## src/rtl/updown_wiper_ctrl.sv

```systemverilog
module updown_wiper_ctrl #(
  parameter int W = 8
) (
  input  logic           clk,
  input  logic           rst_n,
  input  logic           cs_n_i,
  input  logic           sclk_i,
  input  logic           dir_i,
  input  logic [1:0]     ds_i,
  input  logic           wp_i,
  input  logic [1:0]     rsel_i,
  input  logic [4*W-1:0] preset_i,
  output logic [4*W-1:0] pos_o,
  output logic           store_stb_o,
  output logic [1:0]     store_idx_o,
  output logic           bus_off_o
);
  localparam int NW = 4;
  localparam logic [W-1:0] TOP = {W{1'b1}};

  logic         cs_q, sclk_q;
  logic [W-1:0] cnt [NW];

  wire [1:0] sel_idx  = {ds_i[1] ^ ds_i[0], ds_i[0]};
  wire       step     = !cs_n_i && sclk_q && !sclk_i;
  wire       release_ = !cs_q && cs_n_i;
  wire       do_store = release_ && sclk_i && wp_i && (rsel_i == 2'b00);

  assign bus_off_o = !cs_q;

  always_ff @(posedge clk) begin
    if (!rst_n) begin
      cs_q        <= 1'b1;
      sclk_q      <= 1'b0;
      store_stb_o <= 1'b0;
      store_idx_o <= 2'b00;
    end else begin
      cs_q        <= cs_n_i;
      sclk_q      <= sclk_i;
      store_stb_o <= do_store;
      if (do_store) store_idx_o <= sel_idx;
    end
  end

  for (genvar i = 0; i < NW; i++) begin : g_wiper
    always_ff @(posedge clk) begin
      if (!rst_n)
        cnt[i] <= preset_i[W*i +: W];
      else if (step && sel_idx == 2'(i)) begin
        if (dir_i && cnt[i] != TOP)
          cnt[i] <= cnt[i] + 1'b1;
        else if (!dir_i && cnt[i] != '0)
          cnt[i] <= cnt[i] - 1'b1;
      end
    end
    assign pos_o[W*i +: W] = cnt[i];

    a_r5_idle_hold: assert property (@(posedge clk) disable iff (!rst_n)
      cs_n_i |=> $stable(cnt[i]));
    a_r6_no_wrap_up: assert property (@(posedge clk) disable iff (!rst_n)
      !($past(cnt[i]) == TOP && cnt[i] == '0));
    a_r6_no_wrap_down: assert property (@(posedge clk) disable iff (!rst_n)
      !($past(cnt[i]) == '0 && cnt[i] == TOP));
    a_r2_unit_step: assert property (@(posedge clk) disable iff (!rst_n)
      (cnt[i] != $past(cnt[i])) |->
        (W'(cnt[i] - $past(cnt[i])) == W'(1) || W'($past(cnt[i]) - cnt[i]) == W'(1)));
  end

  a_r7_one_cycle_strobe: assert property (@(posedge clk) disable iff (!rst_n)
    store_stb_o |=> !store_stb_o);
  a_r8_store_gated: assert property (@(posedge clk) disable iff (!rst_n)
    store_stb_o |-> ($past(wp_i) && $past(rsel_i) == 2'b00 && $past(sclk_i)));
  a_r10_bus_free_on_store: assert property (@(posedge clk) disable iff (!rst_n)
    store_stb_o |-> !bus_off_o);
endmodule

```

## config.mk

```make
export PLATFORM = sky130hd
export DESIGN_NAME = updown_wiper_ctrl
export DESIGN_NICKNAME = d
export VERILOG_FILES = /design/src/rtl/updown_wiper_ctrl.sv
export SDC_FILE = /design/constraint.sdc
export NUM_CORES = 1
export LEC_CHECK = 0
export BUFFER_PORTS_ARGS = -buffer_cell sky130_fd_sc_hd__buf_2
export CAP_MARGIN = 15
export CORE_ASPECT_RATIO = 0.75
export CORE_MARGIN = 10
export CORE_UTILIZATION = 54
export DETAILED_ROUTE_END_ITERATION = 16
export PLACE_DENSITY = 0.81
export SLEW_MARGIN = 0
export SYNTH_ARGS = -nofsm -noshare
export SYNTH_HDL_FRONTEND = slang
export SYNTH_SLANG_ARGS = --single-unit
```

## constraint.sdc

```tcl
create_clock -name clk -period 4 [get_ports clk]
set_clock_uncertainty 0.2 [all_clocks]
set_input_delay 0.8 -clock clk [delete_from_list [all_inputs] [get_ports clk]]
set_output_delay 0.8 -clock clk [all_outputs]
set_load 0.005 [all_outputs]
```

# After elaboration in Yosys (flattened, before gate mapping)
# Memory sizes are Yosys's and may differ from the RTL's.
# Index checks and enable logic that the tools add are counted.
# op_classes
add_sub_neg	8
bitwise_logic	9
reduce_logical	28
mux	45
eq_ne	7
# ops
operator	n
8-bit two-way mux	8
1-bit two-way mux	37
8-bit by 1-bit adder with 8-bit output (second input constant)	4
8-bit != test (second input constant)	4
8-bit nonzero test	4
8-bit by 1-bit subtractor with 8-bit output (second input constant)	4
1-bit logical AND	18
1-bit OR	8
2-bit == test (second input constant)	2
1-bit zero test	4
2-bit zero test	2
2-bit by 1-bit == test with 1-bit output (second input constant)	1
1-bit bitwise XOR	1
# word_totals
n_memories	1
inputBits	42
mem_bits_rw	32
ff_bits	5
out_inout_bits	36
word_cells	102
# memory_table
name	depth	word_bits	rd	rd_clocked_by_memory_dff	wr	line_no	rtl
cnt	4	8	4	0	4	22	logic [W-1:0] cnt [NW];

# Depth between registers and ports, before layout
# depth
depth_word	9
ltp_mapped	10
depth_no_buf	10

# Least setup slack after synthesis
# OpenSTA, ideal clock, no wires.
# synth_path
kind	input to register
from	in sclk_i
to	mem cnt[2][6] (data pin)
setup_time_ns	0.260
stages	10
setup_slack_ns	0.888
t_required_ns	3.540
arrival_time_ns	2.653
n_path_buf	0
path_cell_list	nand4bb_1 nor2_1 nand3_1 inv_1 ha_1 nor2b_1 o21a_1 o2111ai_1 o311ai_0 mux2_2
# synth_rtl
element	line_no	rtl
from (decl)	7	input logic sclk_i,
to (decl)	22	

==> summary.md <==
| Metric | Value |
|---|---|
| Final Hold Viols | `0` |
| Synth Register Bits | `37` |
| Nets | `~470` |
| Starting Density | `0.564` |
| Fmax | `295 MHz` |
| Total grt overflow | `0` |
| CP Data Arrival Time | `roughly 3.3 ns` |
| CTS max path bufs | `2` |
| Seq/Total Area, Yosys | `0.349` |
| Unique masters post-synth | `63` |
| H-tree depth | `2` |
| CTS tree | `done` |
| Max-cap viol count | `0` |
| Drt pass-1 iters | `4` |
| Slew at the pin closest to its max-slew limit | `0.622 ns` |
| # Post-CTS Setup Buffers | `0` |
| Post-synth ARST share | `0` |
| Cell area after synthesis | `around 3000 um2` |
| PortBufs | `77` |
| Number of global-route vias before repair | `~2900` |
| TNS Setup | `0 ns` |
| Commonest non-fill, non-tap cell in the layout | `buf_2` |
| Post-CTS sizing | `0` |
| Most Frequent Cell on Critical Path | `o21a_1` |
| Leakage power | `1.50 nW` |
| Final Critical Period | `about 3.4 ns` |
| Ant diodes | `0` |
| Die ar. | `9050 um2` |
| CP cell instances | `buf_2 -> nand4bb_1 -> nor2_1 -> nand3_1 -> inv_1 -> ha_1 -> nor2b_1 -> o21a_1 -> o21a_1 -> o311ai_0 -> mux2_2` |
| CP Class | `in -> reg` |
| Antenna violations before repair | `0` |
| First-pass GRT wire length | `~15000 um` |
| Worst IR Drop VDD | `193 uV` |
| Vias/cell | `about 6.2` |
| YS warnings | `0` |
| Largest net degree at the start of global routing | `12` |
| Pwr dens | `between 200 and 300 nW/um2` |
| Startpoint types | `primary input` |
| Root buf cell | `clkbuf_8` |
| Gpl congestion | `between 0.9 and 1` |
| CP max stage delay | `about 0.4 ns` |
| Worst-skew pair later-pin latency | `roughly 0.28 ns` |
| DR WL/cell | `around 19 um` |
| Worst setup EP type | `register` |
| Most frequent cells in the layout | `buf_2 (77), edfxtp_1 (32), inv_1 (30)` |
| Detailed Route WL | `between 8000 and 9000 um` |
| Final period util | `0.848` |
| Max_slew headroom | `0.584` |
| HP Start | `store_idx_o[0]` |
| Post-route setup slack | `0.610 ns` |
| Vert. Die Dim | `around 85 um` |
| Vias | `between 2000 and 3000` |
| Worst Hold Class | `reg -> reg` |
| Post-synth EDFFs | `32` |
| Io pins | `78` |
| ANT nets after route | `0` |
| # DRC | `0` |
| Status | `complete, no violations` |
| Dominant synthesized flop cell | `edfxtp_1` |
| Synth Area per Inst | `9.26 um2` |
| CORE AREA | `roughly 5400 um2` |
| P&R area growth vs syn | `17.1%` |
| Syn Inst Count | `about 330` |
| First-iteration detailed-routing DRC count | `~180` |
| Slew Viols, Final | `0` |
| GRT Total Usage | `0.193` |
| Slowest-stage cell, CP | `o311ai_0` |
| Worst Setup SP | `sclk_i` |
| Peak fanout along the critical path | `8` |
| RSZ-0062 raised after global routing | `no` |
| Reg2reg start | `cnt[2][2]` |
| Die width | `between 100 and 150 um` |
| Setup-failing EPs final | `0` |
| Clock transition at path regs | `roughly 0.070 ns` |
| Num rows | `23` |
| DP Worst Slack | `between 0.3 and 0.4 ns` |
| CP required | `just under 4 ns` |
| Dpl hpwl | `~6900 um` |
| Ratio of cells with drive above 1 in the final layout | `0.270` |
| CTS Buf Count | `5` |
| CTS Hold Bufs | `0` |
| Sink Count | `37` |
| Synthesized Nets | `390` |
## state kept, by name, indices dropped and copies added, names as in the netlist
| signal | cells |
|---|---|
| cnt | 32 |
| cs_q | 1 |
| sclk_q | 1 |
| store_idx_o | 2 |
| store_stb_o | 1 |
## metrics by stage
step                cell area (um2)  hold slack (ns)   util  std cells  total power, W
floorplan                      3040            0.285      -        328        0.000610
global placement               3470            0.272  0.644        471        0.000682
detailed placement             3470            0.305  0.644        471        0.000690
CTS                            3560            0.330  0.661        479        0.000963
global route                   3560            0.356  0.661        479         0.00101
finish                         3560            0.331  0.661        479        0.000960
## synth_stat cells, types with 3 or more instances
master,number,area share
ha_1,19,0.078
o22ai_1,4,0.0082
o221a_2,3,0.011
o211ai_1,4,0.0099
mux2_2,6,0.022
nand4_1,6,0.012
a2bb2oi_1,8,0.023
buf_2,4,0.0066
clkbuf_1,4,0.0049
a221oi_1,5,0.014
o221ai_1,10,0.029
xnor2_1,3,0.0087
and3_1,5,0.010
nand2b_1,3,0.0062
dfxtp_1,5,0.033
nor3_1,18,0.030
edfxtp_1,32,0.32
or2_2,5,0.010
nor2_1,21,0.026
inv_1,30,0.037
nand3_1,21,0.035
o22a_1,4,0.012
a21oi_1,17,0.028
a221o_1,7,0.023
xor2_1,3,0.0087
nor4_1,3,0.0062
a211oi_1,7,0.017
nand2_1,26,0.032
mux2i_1,5,0.016
## final timing paths
path / to / slack [ns] / cells after the start
worst max register to register: cnt[2][6] / 0.72 / 10
worst max-delay path: cnt[2][6] / 0.61 / 11
worst min-delay path: store_idx_o[0] / 0.33 / 2
worst min register to register: store_idx_o[0] / 0.33 / 2
## layer usage
layer	global-route usage	routed length (um)
met5	0	0
met3	0.0672	953
met4	0.0184	14
met2	0.303	4050
met1	0.259	3890
## final cells by class
type                       count  area [um2]
sequential                    37        1060
inverter                      30         113
fill                         482        1820
timing repair buffer          78         393
tap                           75        93.8
clock buffer                   6        82.6
clock inverter                 2        8.76
multi-input combinational    251        1810
## where the power goes
group | switching [W] | total [W] | internal, W
registers | 0.0000426 | 0.000494 | 0.000451
logic | 0.0000988 | 0.000191 | 0.0000926
clock network | 0.000138 | 0.000275 | 0.000137
total | 0.000279 | 0.000960 | 0.000681
## worst max-delay path, delay by kind of cell
family                     cells  cell delay [ns]
AOI/OAI and AO/OA              3             0.79
adders and majority gates      1             0.33
muxes                          1             0.25
buffers and inverters          2             0.42
and+or+nand+nor                4             0.75
## cells by family after synthesis
family / Yosys count / share of synthesized area
multiplexers: 11 / 0.0387
buffers and inverters: 40 / 0.0560
XOR/XNOR: 6 / 0.0173
AND/OR/NAND/NOR: 127 / 0.223
adder cells (fa/ha/maj): 20 / 0.0849
AO/OA/AOI/OAI: 87 / 0.230
flip-flops: 37 / 0.349
No activity file was read; power rests on OpenSTA's default activity.
